## src/rtl/fdp_pkg.sv

```systemverilog
package fdp_pkg;

  typedef enum logic [1:0] {
    ST_IDLE   = 2'd0,
    ST_RD_A   = 2'd1,
    ST_RD_B   = 2'd2,
    ST_RST_WR = 2'd3
  } fdp_state_e;

  localparam logic [7:0] RST_CMD_BYTE = 8'hF0;

endpackage

```

## src/rtl/fdp_pair_cmp.sv

```systemverilog
module fdp_pair_cmp (
  input  logic clk,
  input  logic rst_n,
  input  logic clr,
  input  logic cap_first,
  input  logic rd_ack,
  input  logic tgl_bit,
  input  logic lim_bit,
  input  logic aux_bit,
  output logic toggled,
  output logic lim_flag,
  output logic aux_q
);

  logic first_q;
  logic first_d;
  logic first_en;
  logic aux_d;
  logic aux_en;

  always_comb begin
    first_en = clr | cap_first;
    first_d  = clr ? 1'b0 : tgl_bit;
    aux_en   = rd_ack;
    aux_d    = aux_bit;
  end

  always_ff @(posedge clk or negedge rst_n) begin
    if (!rst_n) begin
      first_q <= 1'b0;
    end else if (first_en) begin
      first_q <= first_d;
    end
  end

  always_ff @(posedge clk or negedge rst_n) begin
    if (!rst_n) begin
      aux_q <= 1'b0;
    end else if (aux_en) begin
      aux_q <= aux_d;
    end
  end

  // compared against the live second read of the pair
  assign toggled  = tgl_bit ^ first_q;
  assign lim_flag = lim_bit;

endmodule

```

## src/rtl/fdp_iter_wdog.sv

```systemverilog
module fdp_iter_wdog #(
  parameter int unsigned WDW = 16
) (
  input  logic           clk,
  input  logic           rst_n,
  input  logic           load,
  input  logic [WDW-1:0] limit_in,
  input  logic           inc,
  output logic           expire_on_inc
);

  localparam logic [WDW-1:0] CNT_MAX = {WDW{1'b1}};

  logic [WDW-1:0] cnt_q;
  logic [WDW-1:0] cnt_d;
  logic           cnt_en;
  logic [WDW-1:0] lim_q;
  logic [WDW:0]   cnt_plus;

  assign cnt_plus      = {1'b0, cnt_q} + {{WDW{1'b0}}, 1'b1};
  assign expire_on_inc = (cnt_plus >= {1'b0, lim_q});

  always_comb begin
    cnt_en = load | inc;
    cnt_d  = cnt_q;
    if (load) begin
      cnt_d = '0;
    end else if (inc && (cnt_q != CNT_MAX)) begin
      cnt_d = cnt_plus[WDW-1:0];
    end
  end

  always_ff @(posedge clk or negedge rst_n) begin
    if (!rst_n) begin
      cnt_q <= '0;
    end else if (cnt_en) begin
      cnt_q <= cnt_d;
    end
  end

  always_ff @(posedge clk or negedge rst_n) begin
    if (!rst_n) begin
      lim_q <= '0;
    end else if (load) begin
      lim_q <= limit_in;
    end
  end

endmodule

```

## src/rtl/fdp_fsm.sv

```systemverilog
module fdp_fsm
  import fdp_pkg::*;
(
  input  logic clk,
  input  logic rst_n,
  input  logic start,
  input  logic abort,
  input  logic bus_rdy,
  input  logic toggled,
  input  logic lim_flag,
  input  logic wd_expire,
  output logic accept,
  output logic clr_first,
  output logic cap_first,
  output logic rd_ack,
  output logic wd_inc,
  output logic pass_set,
  output logic fail_set,
  output logic rd_en,
  output logic wr_en,
  output logic busy
);

  fdp_state_e st_q;
  fdp_state_e st_d;
  logic       rchk_q;
  logic       rchk_d;

  always_comb begin
    st_d      = st_q;
    rchk_d    = rchk_q;
    accept    = 1'b0;
    clr_first = 1'b0;
    cap_first = 1'b0;
    rd_ack    = 1'b0;
    wd_inc    = 1'b0;
    pass_set  = 1'b0;
    fail_set  = 1'b0;
    case (st_q)
      ST_IDLE: begin
        if (start) begin
          accept    = 1'b1;
          clr_first = 1'b1;
          rchk_d    = 1'b0;
          st_d      = ST_RD_A;
        end
      end
      ST_RD_A: begin
        if (abort) begin
          clr_first = 1'b1;
          rchk_d    = 1'b0;
          st_d      = ST_IDLE;
        end else if (bus_rdy) begin
          rd_ack    = 1'b1;
          cap_first = 1'b1;
          st_d      = ST_RD_B;
        end
      end
      ST_RD_B: begin
        if (abort) begin
          clr_first = 1'b1;
          rchk_d    = 1'b0;
          st_d      = ST_IDLE;
        end else if (bus_rdy) begin
          rd_ack = 1'b1;
          if (!toggled) begin
            pass_set = 1'b1;
            st_d     = ST_IDLE;
          end else if (rchk_q) begin
            st_d = ST_RST_WR;
          end else if (lim_flag) begin
            rchk_d = 1'b1;
            st_d   = ST_RD_A;
          end else begin
            wd_inc = 1'b1;
            st_d   = wd_expire ? ST_RST_WR : ST_RD_A;
          end
        end
      end
      ST_RST_WR: begin
        if (bus_rdy) begin
          fail_set = 1'b1;
          st_d     = ST_IDLE;
        end
      end
      default: st_d = ST_IDLE;
    endcase
  end

  always_ff @(posedge clk or negedge rst_n) begin
    if (!rst_n) begin
      st_q   <= ST_IDLE;
      rchk_q <= 1'b0;
    end else begin
      st_q   <= st_d;
      rchk_q <= rchk_d;
    end
  end

  assign rd_en = (st_q == ST_RD_A) || (st_q == ST_RD_B);
  assign wr_en = (st_q == ST_RST_WR);
  assign busy  = (st_q != ST_IDLE);

endmodule

```

## src/rtl/flash_done_poller.sv

```systemverilog
module flash_done_poller #(
  parameter int unsigned AW      = 24,
  parameter int unsigned DW      = 16,
  parameter int unsigned WDW     = 16,
  parameter int unsigned TGL_POS = 6,
  parameter int unsigned LIM_POS = 5,
  parameter int unsigned AUX_POS = 2
) (
  input  logic           clk,
  input  logic           rst_n,
  input  logic           start,
  input  logic [AW-1:0]  start_addr,
  input  logic [WDW-1:0] wd_limit,
  input  logic           abort,
  output logic [AW-1:0]  bus_addr,
  output logic           bus_rd,
  output logic           bus_wr,
  output logic [DW-1:0]  bus_wdata,
  input  logic [DW-1:0]  bus_rdata,
  input  logic           bus_rdy,
  output logic           busy,
  output logic           done_pass,
  output logic           done_fail,
  output logic           aux_status
);

  localparam logic [DW-1:0] RST_WORD = {{(DW-8){1'b0}}, fdp_pkg::RST_CMD_BYTE};

  logic          accept;
  logic          clr_first;
  logic          cap_first;
  logic          rd_ack;
  logic          wd_inc;
  logic          wd_expire;
  logic          pass_set;
  logic          fail_set;
  logic          rd_en;
  logic          wr_en;
  logic          toggled;
  logic          lim_flag;
  logic [AW-1:0] addr_q;
  logic          unused_rdata_bits;

  assign unused_rdata_bits = ^bus_rdata;

  fdp_fsm u_fsm (
    .clk       (clk),
    .rst_n     (rst_n),
    .start     (start),
    .abort     (abort),
    .bus_rdy   (bus_rdy),
    .toggled   (toggled),
    .lim_flag  (lim_flag),
    .wd_expire (wd_expire),
    .accept    (accept),
    .clr_first (clr_first),
    .cap_first (cap_first),
    .rd_ack    (rd_ack),
    .wd_inc    (wd_inc),
    .pass_set  (pass_set),
    .fail_set  (fail_set),
    .rd_en     (rd_en),
    .wr_en     (wr_en),
    .busy      (busy)
  );

  fdp_pair_cmp u_cmp (
    .clk       (clk),
    .rst_n     (rst_n),
    .clr       (clr_first),
    .cap_first (cap_first),
    .rd_ack    (rd_ack),
    .tgl_bit   (bus_rdata[TGL_POS]),
    .lim_bit   (bus_rdata[LIM_POS]),
    .aux_bit   (bus_rdata[AUX_POS]),
    .toggled   (toggled),
    .lim_flag  (lim_flag),
    .aux_q     (aux_status)
  );

  fdp_iter_wdog #(.WDW(WDW)) u_wdog (
    .clk           (clk),
    .rst_n         (rst_n),
    .load          (accept),
    .limit_in      (wd_limit),
    .inc           (wd_inc),
    .expire_on_inc (wd_expire)
  );

  always_ff @(posedge clk or negedge rst_n) begin
    if (!rst_n) begin
      addr_q <= '0;
    end else if (accept) begin
      addr_q <= start_addr;
    end
  end

  always_ff @(posedge clk or negedge rst_n) begin
    if (!rst_n) begin
      done_pass <= 1'b0;
      done_fail <= 1'b0;
    end else begin
      done_pass <= pass_set;
      done_fail <= fail_set;
    end
  end

  assign bus_addr  = addr_q;
  assign bus_rd    = rd_en;
  assign bus_wr    = wr_en;
  assign bus_wdata = wr_en ? RST_WORD : '0;

endmodule

```

## config.mk

```make
export PLATFORM = sky130hd
export DESIGN_NAME = flash_done_poller
export DESIGN_NICKNAME = d
export VERILOG_FILES = /design/src/rtl/fdp_pkg.sv /design/src/rtl/fdp_pair_cmp.sv /design/src/rtl/fdp_iter_wdog.sv /design/src/rtl/fdp_fsm.sv /design/src/rtl/flash_done_poller.sv
export SDC_FILE = /design/constraint.sdc
export NUM_CORES = 1
export LEC_CHECK = 0
export ABC_CLOCK_PERIOD_IN_PS = 2550
export BUFFER_PORTS_ARGS = -buffer_cell sky130_fd_sc_hd__buf_2
export CAP_MARGIN = 20
export CORE_AREA = 3 3 91 93
export DETAILED_ROUTE_END_ITERATION = 8
export DIE_AREA = 0 0 94 96
export HOLD_SLACK_MARGIN = 0.05
export PLACE_DENSITY = 0.77
export RECOVER_POWER = 100
export SETUP_SLACK_MARGIN = 0.02
export SLEW_MARGIN = 40
export SYNTH_ARGS = -nofsm -noshare
export SYNTH_HDL_FRONTEND = slang
export SYNTH_SLANG_ARGS = --single-unit
```

## constraint.sdc

```tcl
create_clock -name clk -period 2.55 [get_ports clk]
set_input_delay 0.51 -clock clk [delete_from_list [all_inputs] [get_ports clk]]
set_output_delay 0.51 -clock clk [all_outputs]
set_load 0.03 [all_outputs]
```

==> impl_metrics.toml, run 1 <==
[die]
rows = 32
start_util_pct = 44.9
dieArea_sq_um = 9020
die_h_um = 96
fp.dieW_um = 94
fp.coreArea_sq_um = 7610
io_pins = 107

[timing]
grt_setup_unrepaired = "true"
final_hold_viol_count = 0
worst_pin_slew_ns = 1.52
timing.final.ws_setup_ns = -0.195
post-route-period-util_pct = 108
slew_headroom_pct = -1.31
drv_slew = 64
finalCriticalPeriod_ns = 2.74
setup_violations = 1
fin_worst_skew_ns = 0.0106
clock.fmax_mhz = 364

[finish]
drive_above_1_share_pct = 22.2
finalNonFillerCells = 589
area_growth_pct = 23.4
fillCellCount = 689
nets = 565
utilization_pct = 55.4
multi_input_comb_area_sq_um = 1670
seq_area_sq_um = 1580
diodes = 0

[synthesis]
synthCells = 380
yosys.area.top_type = "dfrtp_1"
synth_top_area_share_pct = 46.2
synth_edf_count = 0
ys_ff_latch = 63
syn_area_sq_um = 3410
synth_ff_type = "dfrtp_1"
synth_cell_type_count = 38
synth.top_cells.by_area = "dfrtp_1 (46%), nand2_1 (12%), ha_1 (8.1%)"
ys_warn_count = 0
ys_top_cells_by_count = "nand2_1 (105), dfrtp_1 (63), nor2_1 (25)"
async_reset_ff_share_pct = 100
ys_seq_area_share_pct = 46.2
yosysMostFrequentCell = "nand2_1"
avgSynthCellArea_sq_um = 8.99

[clock_tree]
cts_tree = "done"
cts_buffer_depth = 2
htree_levels = 3
clk_pin_slew_worst_paths_ns = 0.07
worstSkewPairLatency_ns = 0.34
cts_root_buffer = "clkbuf_8"
cts_sinks = 63
cts_buffers = 9
hold_buffers = 0

[drt]
vias = 2751
routed_wl_um = 7190
ant_nets = 0
avgRoutedWirePerCell_um = 12.2
dr.pass1.iters = 4
drt_iter0_drc = 138
vias_per_cell = 4.67
drc = 0

[worst_setup_path]
worst-path-max-fanout = 4
critPathRequiredTime_ns = 2.81
crit_arrival_ns = 3.00
cp-start-kind = "flop"
worstSetupPathType = "flop to flop"
cp-end-kind = "flop"

[grt]
grt_pass1_vias = 2748
grtUsageMet1_pct = 21.6
grt_usage_pct = 17.2
use_met3_pct = 4.14
grt_busiest_layer = "met2"
globalRouteMet2Util_pct = 28.0
overflow = 0
grt_antenna_before_repair = 1
grt_pass1_wl_um = 12200
grt_max_degree = 64

[worst_hold_path]
hold_class = "input port to flop"

[placed_design]
gp_congestion = 0.822
dp.cells = 569
port_buffers = 81
place_hpwl_um = 5140

[pwr]
total_power_mw = 4.05
p_per_area_nw_per_um2 = 961
ir_drop_mv = 0.398
p_leak_nw = 2.19

[status]
status = "complete, but fails checks"
violations = "max-capacitance violations, max-slew violations, negative setup slack"

[job]
drv_cap = 1
[layout make-up]
| cell class | count | area share, % |
|---|---|---|
| Multi-Input combinational cell | 277 | 39.5 |
| Sequential cell | 63 | 37.4 |
| Timing Repair Buffer | 109 | 13.5 |
| Clock buffer | 12 | 3.45 |
| Tap cell | 102 | 3.03 |
| Inverter | 22 | 1.96 |
| Clock inverter | 4 | 1.07 |
[cell usage in the layout (no fill, tap or decap), types with 2 or more instances in the layout]
cell type | Yosys | layout
a211oi_1 | 3 | 3
a21o_1 | 2 | 2
a21oi_1 | 11 | 11
and3_1 | 5 | 4
and4_4 | 2 | 2
buf_2 | 1 | 47
buf_4 | 16 | 27
clkbuf_1 | 10 | 36
clkbuf_8 | 0 | 10
clkinv_2 | 0 | 3
conb_1 | 1 | 12
dfrtp_1 | 63 | 63
ha_1 | 22 | 21
inv_1 | 22 | 22
mux2i_1 | 2 | 2
nand2_1 | 105 | 104
nand2b_1 | 3 | 3
nand3_1 | 10 | 7
nand3_2 | 3 | 6
nand4_1 | 6 | 6
nor2_1 | 25 | 25
nor2b_1 | 2 | 2
nor3_1 | 2 | 2
nor3b_1 | 2 | 2
o21ai_0 | 16 | 15
xnor2_1 | 11 | 10
xor2_1 | 19 | 19
[worst paths after layout]
path | start | endpoint | slack (ns) | cells past startpoint
worst max-delay path | u_wdog.cnt_q[1] | u_fsm.st_q[1] | -0.19 | 11
worst min-delay path | start_addr[6] | bus_addr[6] | 0.36 | 3
worst max register to register | u_wdog.cnt_q[1] | u_fsm.st_q[1] | -0.19 | 11
worst min register to register | bus_addr[3] | bus_addr[3] | 0.48 | 2
max in group asynchronous | rst_n | bus_addr[21] | 1.01 | 2
min in group asynchronous | rst_n | u_wdog.lim_q[2] | 0.62 | 2
[critical path: stages, from the launching register on]
cell     delay (ns)
dfrtp_1        0.38
ha_2           0.20
and4_4         0.22
and4_4         0.26
nand3_2        0.11
xnor2_2        0.15
ha_1           0.32
nand4_1        0.15
or4_1          0.51
o32ai_2        0.16
nor4_2         0.07
o21ai_1        0.14
[timing repair]
action / 4_1_cts / 5_1_grt
setup buffers: 3 / 1
pin swaps: 5 / 1
gates cloned: 0 / 0
setup endpoints to repair: 1 / 1
gates resized for setup: 5 / 3
endpoints found under the hold margin: 0 / 0
[flip-flops by register name, indices dropped and copies added (netlist names)]
register	count
bus_addr	24
done_fail	1
done_pass	1
u_cmp.aux_q	1
u_cmp.first_q	1
u_fsm.rchk_q	1
u_fsm.st_q	2
u_wdog.cnt_q	16
u_wdog.lim_q	16
[metal layers]
layer  up-vias  part of all wire, %  wire length [um]
met4         2                  2.4               171
li1       1409                    -                 -
met2        79                   46              3340
met1      1243                   46              3290
met3        18                  5.3               378
met5         -                 0.18                13
[per-stage QoR]
| stage | hold WS [ns] | setup slack [ns] | TNS [ns] | cell area, sq um |
|---|---|---|---|---|
| 2_1_floorplan | 0.214 | -0.0785 | -0.0785 | 3470 |
| 3_3_place_gp | 0.452 | -0.0574 | -0.0574 | 4030 |
| 3_5_place_dp | 0.458 | -0.168 | -0.168 | 4030 |
| 4_1_cts | 0.174 | -0.154 | -0.154 | 4260 |
| 5_1_grt | 0.353 | -0.355 | -2.16 | 4210 |
| 6_report | 0.361 | -0.195 | -0.195 | 4210 |
[where the power goes]
part | leakage (nW) | internal (mW) | total [mW] | switching (mW)
Clock | 0.100 | 0.474 | 0.849 | 0.375
Combinational | 1.28 | 0.489 | 1.69 | 1.20
Sequential | 0.810 | 1.34 | 1.51 | 0.170
Total | 2.19 | 2.31 | 4.05 | 1.74
[cell families (layout without fill, tap and decap cells)]
group / count (synthesis) / count (layout) / synth area share [%]
flip-flops: 63 / 63 / 46.2
AND/OR/NAND/NOR: 172 / 172 / 22.4
multiplexers: 3 / 3 / 0.916
XOR/XNOR: 30 / 30 / 7.70
buffers and inverters: 51 / 147 / 7.84
adder cells (fa/ha/maj): 22 / 22 / 8.06
AO/OA/AOI/OAI: 38 / 38 / 6.78
other: 1 / 12 / 0.110
No activity file was read; power rests on OpenSTA's default activity.
==> run 2, diff against run 1 <==
--- a/config.mk
+++ b/config.mk
@@ -8,12 +8,13 @@
 export ABC_CLOCK_PERIOD_IN_PS = 2550
 export BUFFER_PORTS_ARGS = -buffer_cell sky130_fd_sc_hd__buf_2
 export CAP_MARGIN = 20
-export CORE_AREA = 3 3 91 93
+export CELL_PAD_IN_SITES_DETAIL_PLACEMENT = 0
+export CELL_PAD_IN_SITES_GLOBAL_PLACEMENT = 1
+export CORE_AREA = 2 2 104 106
 export DETAILED_ROUTE_END_ITERATION = 8
-export DIE_AREA = 0 0 94 96
+export DIE_AREA = 0 0 106 108
 export HOLD_SLACK_MARGIN = 0.05
 export PLACE_DENSITY = 0.77
-export RECOVER_POWER = 100
 export SETUP_SLACK_MARGIN = 0.02
 export SLEW_MARGIN = 40
 export SYNTH_ARGS = -nofsm -noshare
==> run 2 against run 1 <==
Global-route usage shrank 3.6 points; highest routed layer is now met4; clock skew grew 0.0034 ns; flip-flop and latch count is the same; critical path type unchanged; the run ends with negative setup slack left.
==> impl_metrics.toml, run 2 (synthesis gave the netlist of run 1 again) <==
[die]
io_pins = 107
dieArea_sq_um = 11400
fp.dieW_um = 106
die_h_um = 108
fp.coreArea_sq_um = 10200
start_util_pct = 33.4
rows = 37

[finish]
final_common_cell = "nand2_1"
nets = 564
multi_input_comb_area_sq_um = 1660
diodes = 0
final_cell_mix = "nand2_1 (105), buf_2 (81), dfrtp_1 (63)"
finalNonFillerCells = 622
fillCellCount = 1042
area_growth_pct = 25.7
seq_area_sq_um = 1580
largest_reg_flops = 24
drive_above_1_share_pct = 29.0

[pwr]
ir_drop_mv = 0.516
p_per_area_nw_per_um2 = 929
total_power_mw = 3.99
p_leak_nw = 2.29

[clock_tree]
htree_levels = 3
cts_root_buffer = "clkbuf_8"
clk_pin_slew_worst_paths_ns = 0.08
cts_buffer_depth = 2
cts_sinks = 63
cts_buffers = 9
cts_tree = "done"
hold_buffers = 0
worstSkewPairLatency_ns = 0.34

[drt]
ant_nets = 0
drc = 0
dr.pass1.iters = 4
routed_wl_um = 7260
vias_per_cell = 4.43
drt_iter0_drc = 93
avgRoutedWirePerCell_um = 11.7
vias = 2753

[worst_setup_path]
crit_chain = "ha_2, and4_4, and4_4, and3_4, xor2_1, ha_1, nand4_1, or4_1, o32ai_2, nor4_2, o21ai_1"
cp-start-kind = "flop"
worstSetupPathType = "flop to flop"
critical-path-slowest-cell = "or4_1"
max_stage_delay_ns = 0.51
critPathRequiredTime_ns = 2.81
worst-path-max-fanout = 5
crit_arrival_ns = 2.98
cp-end-kind = "flop"
crit_path_frequent_cell = "and4_4"

[placed_design]
port_buffers = 81
place_hpwl_um = 5280
gp_congestion = 0.797
dp.cells = 603

[grt]
grt_usage_pct = 13.6
grt_pass1_vias = 2747
grt_max_degree = 51
overflow = 0
grt_antenna_before_repair = 0
grt_pass1_wl_um = 12300

[timing]
final_hold_viol_count = 0
drv_slew = 0
post-route-period-util_pct = 106
grt_setup_unrepaired = "true"
finalCriticalPeriod_ns = 2.71
fin_worst_skew_ns = 0.0141
setup_violations = 1
timing.final.ws_setup_ns = -0.162
worst_pin_slew_ns = 0.718
slew_headroom_pct = 52.2
clock.fmax_mhz = 369

[status]
status = "complete, but fails checks"
violations = "negative setup slack"

[job]
drv_cap = 0

[worst_hold_path]
hold_class = "input port to asynchronous set/reset pin"
==> run 2: final timing paths <==
kind,startpoint,to,cells after the start,slack (ns)
max in group asynchronous,rst_n,u_wdog.cnt_q[13],2,1.68
min in group clk,start_addr[5],bus_addr[5],3,0.35
worst min register to register,bus_addr[10],bus_addr[10],2,0.47
worst max register to register,u_wdog.cnt_q[0],u_fsm.st_q[1],11,-0.16
worst max-delay path,u_wdog.cnt_q[0],u_fsm.st_q[1],11,-0.16
worst min-delay path,rst_n,u_wdog.lim_q[1],1,0.21
==> run 2: worst max-delay path, delay by kind of cell (launching register included) <==
family | cells | cell delay [ns]
AO/OA/AOI/OAI | 2 | 0.27
XOR/XNOR | 1 | 0.07
adder cells (fa/ha/maj) | 2 | 0.51
flip-flops | 1 | 0.38
AND/OR/NAND/NOR | 6 | 1.40
==> run 2: area by class of cell <==
class                           count  area share [%]
Clock buffer                       11            3.06
Inverter                           22            1.92
Tap cell                          136            3.96
Multi-Input combinational cell    277            38.7
Clock inverter                      5           0.583
Sequential cell                    63            36.7
Timing Repair Buffer              108            15.0
==> run 2: repair_timing <==
| item | 4_1_cts | 5_1_grt |
|---|---|---|
| cloned | 0 | 0 |
| gates resized for setup | 5 | 3 |
| setup endpoints to repair | 1 | 1 |
| setup buffers | 2 | 1 |
| pin swaps | 3 | 1 |
| endpoints found under the hold margin | 0 | 0 |
==> run 2: power by group <==
group,switching [mW],leakage (nW),internal (mW)
Clock,0.380,0.0866,0.345
Sequential,0.165,0.810,1.34
Combinational,1.19,1.39,0.567
Total,1.74,2.29,2.25
==> run 2: metal layers <==
layer | GRT usage [%] | part of all wire (%) | up-vias
met5 | 0 | 0 | -
met4 | 4.61 | 1.4 | 0
met3 | 3.74 | 5.1 | 10
met2 | 21.9 | 44 | 66
met1 | 17.6 | 49 | 1271
li1 | - | - | 1406
==> run 2: metrics by stage <==
step / TNS [ns] / worst slack [ns] / hold WS [ns] / area, sq um / util [%]
after floorplan: -0.0785 / -0.0785 / 0.214 / 3470 / -
after global placement: -0.148 / -0.148 / 0.454 / 4080 / 39.9
after detailed placement: -0.175 / -0.175 / 0.458 / 4080 / 39.9
after CTS: -0.172 / -0.172 / 0.247 / 4270 / 41.8
after global routing: -0.329 / -0.329 / 0.263 / 4290 / 42.0
final: -0.162 / -0.162 / 0.209 / 4290 / 42.0
